File: config.mk
export PLATFORM = sky130hd
export DESIGN_NAME = i2c_slv_ctl
export DESIGN_NICKNAME = d
export VERILOG_FILES = /design/src/rtl/i2c_slv_pkg.sv /design/src/rtl/i2c_slv_line_filt.sv /design/src/rtl/i2c_slv_bus_cond.sv /design/src/rtl/i2c_slv_engine.sv /design/src/rtl/i2c_slv_ctl.sv
export SDC_FILE = /design/constraint.sdc
export NUM_CORES = 1
export LEC_CHECK = 0
export ABC_AREA = 1
export BUFFER_PORTS_ARGS = -buffer_cell sky130_fd_sc_hd__buf_4
export CAP_MARGIN = 20
export CELL_PAD_IN_SITES_DETAIL_PLACEMENT = 1
export CELL_PAD_IN_SITES_GLOBAL_PLACEMENT = 1
export CORE_ASPECT_RATIO = 0.5
export CORE_MARGIN = 2
export CORE_UTILIZATION = 30
export DETAILED_ROUTE_END_ITERATION = 10
export PLACE_DENSITY = 0.69
export SKIP_CTS_REPAIR_TIMING = 1
export SYNTH_ARGS = -nofsm -noshare
export SYNTH_HDL_FRONTEND = slang
export SYNTH_SLANG_ARGS = --single-unit
File: constraint.sdc
create_clock -name clk -period 1.99 [get_ports clk]
set_input_delay 0.2985 -clock clk [delete_from_list [all_inputs] [get_ports clk]]
set_output_delay 0.2985 -clock clk [all_outputs]
set_load 0.02 [all_outputs]
File: src/rtl/i2c_slv_pkg.sv
`timescale 1ns/1ps
// Shared types and register map for the I2C slave controller.
// Assumes a 3-bit host register select.
package i2c_slv_pkg;
    typedef enum logic [2:0] {
        S_IDLE, S_RX, S_ACKW, S_HOLDF, S_STRETCH, S_TX, S_TXACK, S_WSTOP
    } eng_state_t;

    typedef enum logic [1:0] {K_ADDR1, K_ADDR2, K_DATA} byte_kind_t;

    localparam logic [2:0] REG_CTRL = 3'd0;
    localparam logic [2:0] REG_STAT = 3'd1;
    localparam logic [2:0] REG_RXD  = 3'd2;
    localparam logic [2:0] REG_TXD  = 3'd3;
    localparam logic [2:0] REG_OWN  = 3'd4;

    localparam int ST_RXF  = 0;
    localparam int ST_RW   = 1;
    localparam int ST_DATA = 2;
    localparam int ST_STRT = 3;
    localparam int ST_STOP = 4;
    localparam int ST_HOLD = 5;
    localparam int ST_OVF  = 6;

    localparam int CT_EN   = 0;
    localparam int CT_TEN  = 1;
    localparam int CT_REL  = 2;
endpackage

File: src/rtl/i2c_slv_line_filt.sv
`timescale 1ns/1ps
// Two-flop synchronizer plus stability filter for one bus line.
// The output follows the input only after FILT_LEN consecutive equal samples.
// Assumes the idle line level is high.
module i2c_slv_line_filt #(
    parameter int FILT_LEN = 3
) (
    input  logic clk,
    input  logic rst_n,
    input  logic raw,
    output logic clean
);
    localparam int CW = $clog2(FILT_LEN + 1);

    logic [1:0]    sync_q;
    logic [CW-1:0] cnt_q;

    // Bring the asynchronous line into the clock domain.
    always_ff @(posedge clk) begin
        if (!rst_n) sync_q <= 2'b11;
        else        sync_q <= {sync_q[0], raw};
    end

    // Accept a new level only after it has been stable long enough.
    always_ff @(posedge clk) begin
        if (!rst_n) begin
            clean <= 1'b1;
            cnt_q <= '0;
        end else if (sync_q[1] == clean) begin
            cnt_q <= '0;
        end else if (cnt_q == CW'(FILT_LEN - 1)) begin
            clean <= sync_q[1];
            cnt_q <= '0;
        end else begin
            cnt_q <= cnt_q + 1'b1;
        end
    end
endmodule

File: src/rtl/i2c_slv_bus_cond.sv
`timescale 1ns/1ps
// Edge and bus-condition detector on filtered SCL/SDA.
// START is SDA falling while SCL is high; STOP is SDA rising while SCL is high.
// Assumes the inputs are already synchronized and filtered.
module i2c_slv_bus_cond (
    input  logic clk,
    input  logic rst_n,
    input  logic scl_f,
    input  logic sda_f,
    output logic scl_rise,
    output logic scl_fall,
    output logic start_det,
    output logic stop_det
);
    logic scl_q, sda_q;

    // Remember the previous filtered levels.
    always_ff @(posedge clk) begin
        if (!rst_n) begin
            scl_q <= 1'b1;
            sda_q <= 1'b1;
        end else begin
            scl_q <= scl_f;
            sda_q <= sda_f;
        end
    end

    // Decode single-cycle events from level changes.
    always_comb begin
        scl_rise  = scl_f & ~scl_q;
        scl_fall  = ~scl_f & scl_q;
        start_det = scl_f & scl_q & sda_q & ~sda_f;
        stop_det  = scl_f & scl_q & ~sda_q & sda_f;
    end
endmodule

File: src/rtl/i2c_slv_engine.sv
`timescale 1ns/1ps
// Byte-level slave protocol engine: address match (7/10-bit), receive
// shifting, ACK generation, transmit shifting and clock hold after each byte.
// Assumes single-cycle event pulses from i2c_slv_bus_cond and a release pulse
// from the host. A low en holds the engine idle.
module i2c_slv_engine
    import i2c_slv_pkg::*;
(
    input  logic       clk,
    input  logic       rst_n,
    input  logic       en,
    input  logic       ten_bit,
    input  logic [9:0] own_addr,
    input  logic [7:0] tx_data,
    input  logic       rx_full,
    input  logic       release_cmd,
    input  logic       scl_rise,
    input  logic       scl_fall,
    input  logic       start_det,
    input  logic       stop_det,
    input  logic       sda_f,
    output logic       sda_oe,
    output logic       scl_oe,
    output logic       rx_load,
    output logic [7:0] rx_byte,
    output logic       rx_is_data,
    output logic       ovf_pulse,
    output logic       irq,
    output logic       reading,
    output logic       stretching,
    output logic       start_seen,
    output logic       stop_seen
);
    eng_state_t state_q;
    byte_kind_t kind_q, kind_c;
    logic [3:0] bitcnt_q;
    logic [6:0] shreg_q;
    logic [7:0] tsh_q;
    logic [7:0] byte_c;
    logic       ack_q, tenbit_hit_q;
    logic       hit_c, rd_c;

    // Match the completed byte against the own address for its position.
    always_comb begin
        byte_c = {shreg_q, sda_f};
        hit_c  = 1'b0;
        rd_c   = reading;
        kind_c = K_DATA;
        case (kind_q)
            K_ADDR1: begin
                if (!ten_bit) begin
                    hit_c = (byte_c[7:1] == own_addr[6:0]);
                    rd_c  = byte_c[0];
                end else if (!byte_c[0]) begin
                    hit_c  = (byte_c[7:3] == 5'b11110) && (byte_c[2:1] == own_addr[9:8]);
                    rd_c   = 1'b0;
                    kind_c = K_ADDR2;
                end else begin
                    hit_c = (byte_c[7:3] == 5'b11110) && (byte_c[2:1] == own_addr[9:8])
                            && tenbit_hit_q;
                    rd_c  = 1'b1;
                end
            end
            K_ADDR2: hit_c = (byte_c == own_addr[7:0]);
            default: hit_c = 1'b1;
        endcase
    end

    assign stretching = (state_q == S_STRETCH);

    // Protocol sequencer.
    always_ff @(posedge clk) begin
        if (!rst_n || !en) begin
            state_q      <= S_IDLE;
            kind_q       <= K_ADDR1;
            bitcnt_q     <= '0;
            shreg_q      <= '0;
            tsh_q        <= '0;
            ack_q        <= 1'b0;
            tenbit_hit_q <= 1'b0;
            sda_oe       <= 1'b0;
            scl_oe       <= 1'b0;
            rx_load      <= 1'b0;
            rx_byte      <= '0;
            rx_is_data   <= 1'b0;
            ovf_pulse    <= 1'b0;
            irq          <= 1'b0;
            reading      <= 1'b0;
            start_seen   <= 1'b0;
            stop_seen    <= 1'b0;
        end else begin
            rx_load   <= 1'b0;
            ovf_pulse <= 1'b0;
            irq       <= 1'b0;
            if (start_det) begin
                state_q    <= S_RX;
                kind_q     <= K_ADDR1;
                bitcnt_q   <= '0;
                sda_oe     <= 1'b0;
                scl_oe     <= 1'b0;
                reading    <= 1'b0;
                start_seen <= 1'b1;
                stop_seen  <= 1'b0;
            end else if (stop_det) begin
                state_q      <= S_IDLE;
                sda_oe       <= 1'b0;
                scl_oe       <= 1'b0;
                reading      <= 1'b0;
                tenbit_hit_q <= 1'b0;
                start_seen   <= 1'b0;
                stop_seen    <= 1'b1;
            end else begin
                case (state_q)
                    S_RX: if (scl_rise) begin
                        shreg_q <= byte_c[6:0];
                        if (bitcnt_q == 4'd7) begin
                            ack_q      <= hit_c && !rx_full;
                            rx_load    <= hit_c && !rx_full;
                            ovf_pulse  <= hit_c && rx_full;
                            rx_byte    <= byte_c;
                            rx_is_data <= (kind_q == K_DATA);
                            if (hit_c && !rx_full) begin
                                kind_q  <= kind_c;
                                reading <= rd_c;
                                if (kind_q == K_ADDR1 && ten_bit && !byte_c[0])
                                    tenbit_hit_q <= 1'b0;
                                if (kind_q == K_ADDR2)
                                    tenbit_hit_q <= 1'b1;
                            end
                            state_q <= S_ACKW;
                        end else begin
                            bitcnt_q <= bitcnt_q + 1'b1;
                        end
                    end
                    S_ACKW: if (scl_fall) begin
                        sda_oe  <= ack_q;
                        state_q <= ack_q ? S_HOLDF : S_WSTOP;
                    end
                    S_HOLDF: if (scl_fall) begin
                        sda_oe  <= 1'b0;
                        scl_oe  <= 1'b1;
                        irq     <= 1'b1;
                        state_q <= S_STRETCH;
                    end
                    S_STRETCH: if (release_cmd) begin
                        scl_oe   <= 1'b0;
                        bitcnt_q <= '0;
                        if (reading) begin
                            tsh_q   <= tx_data;
                            sda_oe  <= ~tx_data[7];
                            state_q <= S_TX;
                        end else begin
                            state_q <= S_RX;
                        end
                    end
                    S_TX: begin
                        if (scl_rise) begin
                            bitcnt_q <= bitcnt_q + 1'b1;
                        end else if (scl_fall) begin
                            if (bitcnt_q == 4'd8) begin
                                sda_oe  <= 1'b0;
                                state_q <= S_TXACK;
                            end else begin
                                sda_oe <= ~tsh_q[3'd7 - bitcnt_q[2:0]];
                            end
                        end
                    end
                    S_TXACK: if (scl_rise) begin
                        state_q <= sda_f ? S_WSTOP : S_HOLDF;
                    end
                    default: ;
                endcase
            end
        end
    end
endmodule

File: src/rtl/i2c_slv_ctl.sv
`timescale 1ns/1ps
// Top of the I2C slave controller: host register window, line filters,
// bus-condition detector and protocol engine.
// Assumes reg_addr/wdata are valid with their strobes; rdata is combinational.
module i2c_slv_ctl
    import i2c_slv_pkg::*;
#(
    parameter int DW       = 16,
    parameter int RAW      = 3,
    parameter int FILT_LEN = 3
) (
    input  logic           clk,
    input  logic           rst_n,
    input  logic           wr_en,
    input  logic           rd_en,
    input  logic [RAW-1:0] reg_addr,
    input  logic [DW-1:0]  wdata,
    output logic [DW-1:0]  rdata,
    input  logic           scl_i,
    input  logic           sda_i,
    output logic           scl_oe,
    output logic           sda_oe,
    output logic           irq
);
    localparam int NLINES = 2;

    logic [NLINES-1:0] raw_bus, filt_bus;
    logic scl_rise, scl_fall, start_det, stop_det;

    logic          ctrl_en, ctrl_ten, rel_pulse;
    logic [DW-1:0] own_q;
    logic [7:0]    txd_q, rxd_q;
    logic          rx_full, rx_data_q, ovf_q;

    logic       eng_rx_load, eng_ovf, eng_is_data, eng_reading;
    logic       eng_stretch, eng_start, eng_stop;
    logic [7:0] eng_rx_byte;

    assign raw_bus = {scl_i, sda_i};

    // One filter per bus line: index 1 is SCL, index 0 is SDA.
    for (genvar g = 0; g < NLINES; g++) begin : g_line
        i2c_slv_line_filt #(.FILT_LEN(FILT_LEN)) u_filt (
            .clk   (clk),
            .rst_n (rst_n),
            .raw   (raw_bus[g]),
            .clean (filt_bus[g])
        );
    end

    i2c_slv_bus_cond u_cond (
        .clk       (clk),
        .rst_n     (rst_n),
        .scl_f     (filt_bus[1]),
        .sda_f     (filt_bus[0]),
        .scl_rise  (scl_rise),
        .scl_fall  (scl_fall),
        .start_det (start_det),
        .stop_det  (stop_det)
    );

    i2c_slv_engine u_eng (
        .clk         (clk),
        .rst_n       (rst_n),
        .en          (ctrl_en),
        .ten_bit     (ctrl_ten),
        .own_addr    (own_q[9:0]),
        .tx_data     (txd_q),
        .rx_full     (rx_full),
        .release_cmd (rel_pulse),
        .scl_rise    (scl_rise),
        .scl_fall    (scl_fall),
        .start_det   (start_det),
        .stop_det    (stop_det),
        .sda_f       (filt_bus[0]),
        .sda_oe      (sda_oe),
        .scl_oe      (scl_oe),
        .rx_load     (eng_rx_load),
        .rx_byte     (eng_rx_byte),
        .rx_is_data  (eng_is_data),
        .ovf_pulse   (eng_ovf),
        .irq         (irq),
        .reading     (eng_reading),
        .stretching  (eng_stretch),
        .start_seen  (eng_start),
        .stop_seen   (eng_stop)
    );

    // Host-writable control, address and transmit registers.
    always_ff @(posedge clk) begin
        if (!rst_n) begin
            ctrl_en   <= 1'b0;
            ctrl_ten  <= 1'b0;
            rel_pulse <= 1'b0;
            own_q     <= '0;
            txd_q     <= '0;
        end else begin
            rel_pulse <= 1'b0;
            if (wr_en) begin
                case (reg_addr)
                    REG_CTRL: begin
                        ctrl_en   <= wdata[CT_EN];
                        ctrl_ten  <= wdata[CT_TEN];
                        rel_pulse <= wdata[CT_REL];
                    end
                    REG_TXD: txd_q <= wdata[7:0];
                    REG_OWN: own_q <= wdata;
                    default: ;
                endcase
            end
        end
    end

    // Receive holding register, full flag and overflow flag.
    always_ff @(posedge clk) begin
        if (!rst_n) begin
            rxd_q     <= '0;
            rx_full   <= 1'b0;
            rx_data_q <= 1'b0;
            ovf_q     <= 1'b0;
        end else begin
            if (eng_rx_load) begin
                rxd_q     <= eng_rx_byte;
                rx_full   <= 1'b1;
                rx_data_q <= eng_is_data;
            end else if (rd_en && reg_addr == REG_RXD) begin
                rx_full <= 1'b0;
            end
            if (eng_ovf)
                ovf_q <= 1'b1;
            else if (wr_en && reg_addr == REG_STAT)
                ovf_q <= wdata[ST_OVF];
        end
    end

    // Register read multiplexer.
    always_comb begin
        rdata = '0;
        case (reg_addr)
            REG_CTRL: begin
                rdata[CT_EN]  = ctrl_en;
                rdata[CT_TEN] = ctrl_ten;
            end
            REG_STAT: begin
                rdata[ST_RXF]  = rx_full;
                rdata[ST_RW]   = eng_reading;
                rdata[ST_DATA] = rx_data_q;
                rdata[ST_STRT] = eng_start;
                rdata[ST_STOP] = eng_stop;
                rdata[ST_HOLD] = eng_stretch;
                rdata[ST_OVF]  = ovf_q;
            end
            REG_RXD: rdata[7:0] = rxd_q;
            REG_TXD: rdata[7:0] = txd_q;
            REG_OWN: rdata      = own_q;
            default: ;
        endcase
    end
endmodule

==> impl_metrics.py <==
metrics = {
    "power_and_ir_drop": {
        "power_mw": 3.68,
        "powerDensity_mw_per_mm2": 719,
        "ir_worst_vdd_mv": 0.332,
        "power_leakage_nw": 1.97,
    },
    "finish": {
        "fin_util": 0.373,
        "register_area_mm2": 0.00186,
        "final_cells": 819,
        "n_antenna_cell": 0,
        "drive_gt1_frac": 0.180,
        "multi_input_area_mm2": 0.00201,
        "nets": 652,
        "n_fill_cell": 1720,
        "area_growth_pct": 20.1,
        "design_area_mm2": 0.00512,
    },
    "sta": {
        "slew-limit-headroom": 0.721,
        "period_share": 0.918,
        "finalHoldViolCount": 0,
        "fin_setup_tns_ns": 0,
        "hold_ws_ns": 0.154,
        "layout_setup_ws_ns": 0.164,
        "worst_slew_pin_slew_ns": 0.416,
        "drv_slew": 0,
        "clock-skew-final_ns": 0.00670,
        "setup_viol": 0,
        "max_freq_ghz": 0.548,
        "final.min_clock_period_ns": 1.83,
        "grt_setup_unrepaired": "no",
    },
    "routing": {
        "dr.first_iter.drc_count": 193,
        "route.detailed.drc": 0,
        "viasPerCell": 4.72,
        "finalWirelength_um": 12400,
        "vias": 3866,
        "ant_nets": 0,
        "drtPass1Iterations": 4,
        "wl_per_cell_um": 15.2,
    },
    "floorplan": {
        "coreArea_mm2": 0.0137,
        "die_h_um": 88.3,
        "die_area_mm2": 0.0152,
        "ios": 44,
        "rows": 30,
        "start_util": 0.311,
        "die_width_um": 173,
    },
    "grt": {
        "grt_max_degree": 33,
        "grt_pass1_vias": 3797,
        "overflow": 0,
        "grt_pass1_wl_um": 19700,
        "grtUsageTotal": 0.168,
        "grt_antenna_before_repair": 0,
    },
    "clock_network": {
        "insertion_delay_ns": 0.34,
        "cts_made_buffers": 9,
        "root_buffer": "clkbuf_16",
        "cts_tree": "yes",
        "cts_max_path_buffers": 2,
        "htreeDepth": 3,
        "path_clk_slew_ns": 0.06,
        "cts_sinks": 93,
    },
    "placed_design": {
        "gp_congestion": 0.846,
        "numPortBuffers": 43,
        "numPlacedInstances": 804,
        "postPlaceCellArea_mm2": 0.00485,
        "place_ws_ns": 0.169,
        "post-dp-hpwl_um": 9620,
    },
    "synthesis": {
        "synth_edf_count": 0,
        "synth_seq_cells": 93,
        "synthArstFlopShare": 0,
        "yosysMostFrequentCell": "dfxtp_1",
        "yosysSeqAreaShare": 0.437,
        "synth_nets": 601,
        "synth_top_area_frac": 0.437,
        "synth_cells": 572,
        "ys_types": 47,
        "yosys_warnings": 0,
        "synthesis.area_mm2": 0.00426,
        "yosys-top-cells-count": "dfxtp_1, nand2_1, nor2_1, o21ai_0, inv_1",
        "synth_top_area_cell": "dfxtp_1",
        "ys.flop_type": "dfxtp_1",
        "avgSynthCellArea_um2": 7.45,
        "synthTopCellsByArea": "dfxtp_1, o21ai_0, nand2_1",
    },
    "critical_path": {
        "cp-startpoint": "u_eng.state_q[1]$_SDFFE_PP0P_",
        "start_kind": "flop",
        "slowest_delay_ns": 0.43,
        "cp-end-kind": "output pin",
        "crit_family": "flip-flops",
        "cp_slowest_cell": "dfxtp_1",
        "timing_worst_setup_path_type": "flop to output pin",
        "worstPathRequired_ns": 1.69,
        "r2r_end": "u_eng.rx_byte[1]$_SDFFE_PP0P_",
        "crit_chain": "inv_2 -> nand2_2 -> nor2_4 -> a22oi_1 -> o221ai_1 -> buf_4",
        "rr_worst_depth": 8,
        "rr_startpoint": "u_eng.bitcnt_q[1]$_SDFFE_PP0P_",
        "r2r_setup_slack_ns": 0.26,
        "crit_buf_inv": 2,
        "worstPathArrival_ns": 1.53,
        "path_max_fanout": 6,
    },
    "run": {
        "maxCapViolations": 0,
    },
    "worst_hold_path": {
        "hp-start": "scl_i",
        "whs_path_depth": 2,
        "hold_end": "g_line[1].u_filt.sync_q[0]$_SDFF_PN1_",
        "worstHoldPathType": "primary input to flop",
    },
    "outcome": {
        "status": "completed",
    },
}
[cell type report]
type	instances	area share
clock buffer	13	0.0489
clock inverter	2	0.00196
inverter	77	0.0565
multi-input combinational	384	0.394
sequential	93	0.364
tap	192	0.0470
timing repair buffer	58	0.0876
[worst reg2reg max path: stages, from the launching register on]
cell and delay [ns]:
dfxtp_1 0.41, ha_1 0.19, inv_1 0.07, nor3_2 0.17, nand2_2 0.14, nor2_4 0.19, buf_4 0.24, nor2_1 0.06
a211oi_1 0.18
[cells in the final DEF (no fill, tap or decap), types with 6 or more instances in the layout]
cell type,synthesis,layout
a211oi_1,6,6
a21oi_1,57,57
buf_4,1,57
clkbuf_16,0,9
dfxtp_1,93,91
inv_1,66,66
inv_2,10,10
nand2_1,84,84
nand3_1,18,18
nor2_1,74,74
nor3_1,8,8
o21ai_0,70,70
xnor2_1,9,9
[cells by family after synthesis]
group / Yosys count / synth area share
AND/OR/NAND/NOR: 211 / 0.228
AO/OA/AOI/OAI: 159 / 0.211
buffers and inverters: 95 / 0.0914
flip-flops: 93 / 0.437
XOR/XNOR: 10 / 0.0206
adder cells (fa/ha/maj): 4 / 0.0118
[flip-flops by register name, summed over array words and instances (netlist names), 2 cells and up]
name	count
u_eng.shreg_q	7
u_eng.rx_byte	8
u_eng.bitcnt_q	4
u_eng.state_q	3
own_q	16
u_eng.kind_q	2
rxd_q	8
txd_q	8
g_line.u_filt.clean	2
g_line.u_filt.sync_q	4
u_eng.tsh_q	8
g_line.u_filt.cnt_q	4
[worst max path at each step]
| stage | endpoint | depth (start not counted) | slack, ns |
|---|---|---|---|
| floorplan | rdata[0] | 3 | 0.30 |
| global placement | rdata[1] | 7 | 0.26 |
| detailed placement | u_eng.rx_byte[1]$_SDFFE_PP0P_ | 8 | 0.17 |
| CTS | rdata[0] | 5 | 0.04 |
| global route | rdata[5] | 6 | 0.03 |
| finish | rdata[5] | 6 | 0.16 |
[power breakdown]
part           switching, mW  total [mW]  leakage, nW  internal, mW
Combinational          0.135       0.221         1.09        0.0866
Clock                  0.683        1.55        0.129         0.871
Sequential            0.0146        1.90        0.752          1.89
Total                  0.833        3.68         1.97          2.84
[metal layers]
layer	track usage	wire length, µm
met1	0.225	6380
met2	0.278	5520
met3	0.0335	344
met4	0.0490	170
met5	0	0
Note: power is estimated with default switching activity, not from simulation.
